===== config.mk =====
export PLATFORM = sky130hd
export DESIGN_NAME = scaled_ea_unit
export DESIGN_NICKNAME = d
export VERILOG_FILES = /design/src/rtl/scaled_ea_unit.sv
export SDC_FILE = /design/constraint.sdc
export NUM_CORES = 1
export LEC_CHECK = 0
export BUFFER_PORTS_ARGS = -buffer_cell sky130_fd_sc_hd__buf_2
export CAP_MARGIN = 20
export CORE_UTILIZATION = 58
export CTS_CLUSTER_DIAMETER = 100
export CTS_CLUSTER_SIZE = 14
export DETAILED_ROUTE_END_ITERATION = 16
export PLACE_DENSITY_LB_ADDON = 0.3
export SYNTH_ARGS = -nofsm -noshare
export SYNTH_HDL_FRONTEND = slang
export SYNTH_SLANG_ARGS = --single-unit

===== constraint.sdc =====
create_clock -name clk -period 2.8 [get_ports clk]
set_input_delay 0.42 -clock clk [delete_from_list [all_inputs] [get_ports clk]]
set_output_delay 0.42 -clock clk [all_outputs]
set_load 0.01 [all_outputs]

===== src/rtl/scaled_ea_unit.sv =====
module scaled_ea_unit #(
  parameter int DATA_W  = 32,
  parameter int NREG    = 8,
  parameter int SHORT_W = 8,
  parameter int SP_SEL  = 4,
  localparam int SEL_W  = $clog2(NREG)
) (
  input  logic                   clk,
  input  logic                   rst_n,
  input  logic                   in_valid,
  input  logic [2:0]             mode,
  input  logic [NREG*DATA_W-1:0] regs,
  input  logic [SEL_W-1:0]       base_sel,
  input  logic [SEL_W-1:0]       index_sel,
  input  logic [1:0]             scale_code,
  input  logic [DATA_W-1:0]      disp,
  input  logic                   disp_is_long,
  output logic                   out_valid,
  output logic [DATA_W-1:0]      ea,
  output logic                   illegal
);

  localparam logic [2:0] F_DIRECT = 3'd0;
  localparam logic [2:0] F_IND    = 3'd1;
  localparam logic [2:0] F_BD     = 3'd2;
  localparam logic [2:0] F_ISD    = 3'd3;
  localparam logic [2:0] F_BI     = 3'd4;
  localparam logic [2:0] F_BID    = 3'd5;

  logic [DATA_W-1:0] base_val, index_val, scaled, disp_ext, sum_d;
  logic              bad_d, sp_index;

  assign base_val  = regs[base_sel*DATA_W +: DATA_W];
  assign index_val = regs[index_sel*DATA_W +: DATA_W];
  assign scaled    = index_val << scale_code;
  assign disp_ext  = disp_is_long ? disp
                   : {{(DATA_W-SHORT_W){disp[SHORT_W-1]}}, disp[SHORT_W-1:0]};
  assign sp_index  = (index_sel == SEL_W'(SP_SEL));

  always_comb begin
    sum_d = '0;
    bad_d = 1'b0;
    case (mode)
      F_DIRECT: sum_d = disp;
      F_IND:    sum_d = base_val;
      F_BD:     sum_d = base_val + disp_ext;
      F_ISD: begin
        sum_d = scaled + disp_ext;
        bad_d = sp_index | ~disp_is_long;
      end
      F_BI: begin
        sum_d = base_val + scaled;
        bad_d = sp_index;
      end
      F_BID: begin
        sum_d = base_val + scaled + disp_ext;
        bad_d = sp_index;
      end
      default: bad_d = 1'b1;
    endcase
  end

  always_ff @(posedge clk or negedge rst_n) begin
    if (!rst_n) begin
      out_valid <= 1'b0;
      ea        <= '0;
      illegal   <= 1'b0;
    end else begin
      out_valid <= in_valid;
      if (in_valid) begin
        ea      <= sum_d;
        illegal <= bad_d;
      end
    end
  end

  assert_valid_follows_R2: assert property (@(posedge clk) disable iff (!rst_n)
    in_valid |=> out_valid);
  assert_idle_drops_R2: assert property (@(posedge clk) disable iff (!rst_n)
    !in_valid |=> !out_valid);
  assert_hold_R14: assert property (@(posedge clk) disable iff (!rst_n)
    !in_valid |=> $stable(ea) && $stable(illegal));
  assert_direct_R5: assert property (@(posedge clk) disable iff (!rst_n)
    in_valid && mode == F_DIRECT |=> !illegal && ea == $past(disp));
  assert_indirect_R6: assert property (@(posedge clk) disable iff (!rst_n)
    in_valid && mode == F_IND |=> !illegal && ea == $past(regs[base_sel*DATA_W +: DATA_W]));
  assert_short_index_only_R8: assert property (@(posedge clk) disable iff (!rst_n)
    in_valid && mode == F_ISD && !disp_is_long |=> illegal);
  assert_sp_index_R11: assert property (@(posedge clk) disable iff (!rst_n)
    in_valid && (mode == F_ISD || mode == F_BI || mode == F_BID)
      && index_sel == SEL_W'(SP_SEL) |=> illegal);
  assert_reserved_R12: assert property (@(posedge clk) disable iff (!rst_n)
    in_valid && mode[2:1] == 2'b11 |=> illegal);
  always @(posedge clk)
    if (!rst_n) assert_reset_R1: assert (!out_valid && !illegal && ea == '0);

endmodule


==> impl_metrics.yaml, run 1 <==
cts:
  cts_max_level: 2
  cts_buffer_depth: 2
  cts_sinks: 34
  numCtsBuffers: 5
  root_buffer: "clkbuf_16"
global_routing:
  gr-total-overflow: 212
  grt_max_degree: 35
  grt.total_usage_pct: 89.0
  grt_pass1_vias: 19633
  grt_pass1_wl_mm: 125
yosys:
  syn_nets: 1600
  yosys.area_share.simple_pct: 16.4
  synthCells: 1231
  synth_top_family_by_area: "multiplexers"
  ys.warnings.count: 0
  ys_ff_latch: 34
  ys_types: 69
  synth_flop_cell: "dfrtp_1"
  synthMuxAreaShare_pct: 38.5
  synthAdderAreaFrac_pct: 7.91
  syn_area_per_cell_um2: 8.64
  synth-edff-count: 0
  synth_area_um2: 10600
  synth_seq_area_share_pct: 8.00
  ys_async_sr_fraction_pct: 100
  synth_xor_area_share_pct: 3.95
  synth-compound-area-share_pct: 20.4
  synthTopCellsByArea: "mux4_2 28%, dfrtp_1 8.0%, nand2_1 7.7%"
  yosysTopAreaCell: "mux4_2"
  synth_top_area_share_pct: 28.2
floorplan:
  ioPinCount: 337
  start_util_pct: 59.2
  rows: 49
  fp.dieW_um: 137
  die_h_um: 137
outcome:
  error: "[ERROR GRT-0116] Global routing finished with congestion. Check the congestion regions in the DRC Viewer."
  run_status: "did not finish"
  stop_stage: "global routing (5_1_grt)"
placed_design:
  dp_hpwl_mm: 45.1
  gp_congestion: 1.05
  io_buffers: 336
-- per-stage QoR --
step / std cells / hold slack [ns] / worst slack (ns) / instance area, um^2
detailed placement: 2095 / 0.471 / -3.56 / 15600
global placement: 2095 / 0.464 / -3.06 / 15600
floorplan: 1231 / 0.124 / -3.02 / 11100
CTS: 2142 / 0.247 / -2.64 / 16700
-- metal layers --
layer	GRT usage (%)	overflow
met1	89.0	8
met2	99.0	116
met3	80.0	11
met4	89.6	76
met5	54.7	1
-- cells by family after synthesis --
logic type	count (synthesis)
simple gates	396
mux	239
flops	34
buf+inv	129
compound gates	319
xor+xnor	48
fa+ha+maj	66
-- cell usage after synthesis (all sizes together), types with 6 or more instances --
cell type	instances
o211ai	6
nor2	67
or3	6
inv	38
a31oi	8
xnor2	31
clkbuf	66
a21oi	72
o21ai	65
o221ai	13
and2	9
buf	25
and3	10
nand4	8
mux2i	74
ha	64
nand3	23
mux2	32
o21a	8
dfrtp	34
nor2b	10
a22oi	35
o21bai	10
nand2b	13
nor3	15
mux4	133
xor2	17
a211oi	7
nand2	217
a221oi	7
a221o	14
a21o	22
-- timing repair --
action,in CTS
gates resized for setup,129
hold endpoints to repair,0
pin swaps,74
setup buffers,37
hold buffers,0
gates cloned,3
endpoints found under the setup margin,31
==> run 2, diff against run 1 <==
--- a/config.mk
+++ b/config.mk
@@ -7,11 +7,9 @@
 export LEC_CHECK = 0
 export BUFFER_PORTS_ARGS = -buffer_cell sky130_fd_sc_hd__buf_2
 export CAP_MARGIN = 20
-export CORE_UTILIZATION = 58
-export CTS_CLUSTER_DIAMETER = 100
-export CTS_CLUSTER_SIZE = 14
+export CORE_UTILIZATION = 40
 export DETAILED_ROUTE_END_ITERATION = 16
-export PLACE_DENSITY_LB_ADDON = 0.3
+export PLACE_DENSITY_LB_ADDON = 0.15
 export SYNTH_ARGS = -nofsm -noshare
 export SYNTH_HDL_FRONTEND = slang
 export SYNTH_SLANG_ARGS = --single-unit
==> impl_metrics.yaml, run 2 <==
cts:
  clkSlewWorstSetupHoldPaths_ns: 0.07
  cts_buffer_depth: 2
  cts_sinks: 34
  numCtsBuffers: 5
  clkLatencyLatePin_ns: 0.29
  cts_max_level: 2
  root_buffer: "clkbuf_16"
  cts_tree: "done"
final_layout:
  largest_registers: "ea x32, illegal x1, out_valid x1"
  largest_register_ffs: 32
  largest_register: "ea"
  area_growth_syn_to_layout_pct: 68.7
  nets: 2349
  final-instance-count-excl-fill: 2332
  layout_common_cells: "456 x buf_4, 333 x buf_2, 203 x nand2_1"
  layout_commonest_cell: "buf_4"
  drive_gt1_share_pct: 61.3
global_routing:
  grt_pass1_vias: 13187
  grt_pass1_wl_mm: 74.2
  grt_max_degree: 36
  grt_util_met1_pct: 49.1
  gr-total-overflow: 0
  grtUsageMet3_pct: 3.65
  use_met2_pct: 58.1
  antenna_found_initial: 14
  grt.total_usage_pct: 35.9
  grt-busiest-layer: "met2"
pwr:
  power_density_nw_per_um2: 511
  irDropWorstVdd_mv: 0.492
  p_leak_nw: 8.48
timing:
  fin_ws_ns: -2.65
  maxSlewViolCount: 0
  fin_hold_ws_ns: 0.226
  finalHoldViolations: 0
  finalCritPeriodShare_pct: 195
  worst_pin_slew_ns: 0.849
  fin_crit_ns: 5.45
  max-slew-margin-rel_pct: 43.4
  timing.fmax_mhz: 183
  clock-skew-final_ns: 0
  rsz0062_at_grt: "yes"
  setup_violations: 31
floorplan:
  dieArea_um2: 27200
  rows: 59
  fp.dieW_um: 165
  die_h_um: 165
  start_util_pct: 40.8
  ioPinCount: 337
  core-area_um2: 26100
drt:
  dr.pass1.iters: 5
  drc: 0
  vias: 13830
  first_iter_violations: 1146
  ant_nets: 0
  drt-total-wl_mm: 51.1
  via_per_inst: 5.93
  route.detailed.wl_per_inst_um: 21.9
yosys:
  synth_seq_area_share_pct: 8.00
  synth_flop_cell: "dfrtp_1"
  ys.warnings.count: 0
  yosysTopAreaCell: "mux4_2"
  synth_area_um2: 10600
  synth_top_area_share_pct: 28.2
  synth_commonest_cells: "217 x nand2_1, 133 x mux4_2, 74 x mux2i_1, 72 x a21oi_1, 67 x nor2_1"
  synthCells: 1231
  ys_types: 69
  syn_nets: 1600
  syn_area_per_cell_um2: 8.64
  yosysMostFrequentCell: "nand2_1"
  synth-edff-count: 0
  ys_ff_latch: 34
  synthTopCellsByArea: "mux4_2 28%, dfrtp_1 8.0%, nand2_1 7.7%"
  ys_async_sr_fraction_pct: 100
placed_design:
  dp_slack_ns: -3.32
  dp_hpwl_mm: 40.9
  dp.cells: 2217
  gp_congestion: 1.00
  io_buffers: 336
setup_path:
  cpMostUsedCell: "a21oi_2"
  worst_path_largest_cell_delay_ns: 0.54
  critPathMaxFanout: 8
  worstPathArrival_ns: 5.62
  critPathSlowestCell: "mux4_2"
  cp_top_family: "compound AO/OA/AOI/OAI gates"
  criticalPathCategory: "in -> reg"
  cp-end-kind: "register"
  required_ns: 2.97
  start_kind: "primary input"
  path_buf_inv: 4
flow_run:
  maxCapViolations: 0
worst_hold_path:
  hp-class: "in -> async"
outcome:
  run_status: "complete, but fails checks"
  violations: "setup timing"
## run 2: cell counts after synthesis
No cell type changed its count.
## run 2: power breakdown
part	leakage (nW)	switching, W	total (W)	internal [W]
logic	7.95	0.00354	0.00775	0.00421
clock network	0.0941	0.000242	0.000754	0.000512
registers	0.431	0.0000607	0.000659	0.000598
total	8.48	0.00384	0.00916	0.00533
## run 2: logic make-up after synthesis
kind of cell	share of synthesized area [%]
adder cells (fa/ha/maj)	7.91
AO/OA/AOI/OAI	20.4
multiplexers	38.5
flip-flops	8.00
buffers and inverters	4.79
AND/OR/NAND/NOR	16.4
XOR/XNOR	3.95
## run 2: final timing paths
path,from,to,slack [ns],depth (start not counted)
worst max-delay path,index_sel[0],ea[26],-2.65,28
min in group clk,in_valid,out_valid,0.28,1
max in group asynchronous,rst_n,ea[28],2.02,1
worst min register to register,ea[4],ea[4],0.48,1
worst max register to register,ea[28],ea[28],1.11,6
worst min-delay path,rst_n,ea[0],0.23,1
## run 2: routing by layer
layer / routed length (um) / share of wire, %
met5: 10 / 0.020
met4: 2210 / 4.3
met3: 4000 / 7.8
met2: 23900 / 47
met1: 21000 / 41
## run 2: area by class of cell
cell class                      instances  area (um^2)
Tap cell                              335          419
Fill cell                            2145         8120
Multi-Input combinational cell       1068        10600
Clock inverter                          3         68.8
Antenna cell                           16         40.0
Inverter                               38          143
Timing Repair Buffer                  833         5690
Sequential cell                        34          851
Clock buffer                            5          125
## run 2: what timing repair did
item / 4_1_cts / 5_1_grt
gates cloned: 1 / 2
setup endpoints to repair: 31 / 32
hold buffers: 0 / 0
pin swaps: 97 / 96
resized for setup: 141 / 117
setup buffers: 68 / 28
## run 2: metrics by stage
step                utilization, %  total power [W]  setup TNS, ns  instance area (um^2)
floorplan                        -          0.00382         -69.70                 11100
global placement              60.4          0.00655         -79.61                 15700
detailed placement            60.4          0.00659         -82.11                 15700
CTS                           65.6          0.00840         -63.48                 17100
global route                  68.8          0.00971         -72.16                 17900
finish                        68.8          0.00916         -65.62                 17900
(Power assumes the default switching activity.)
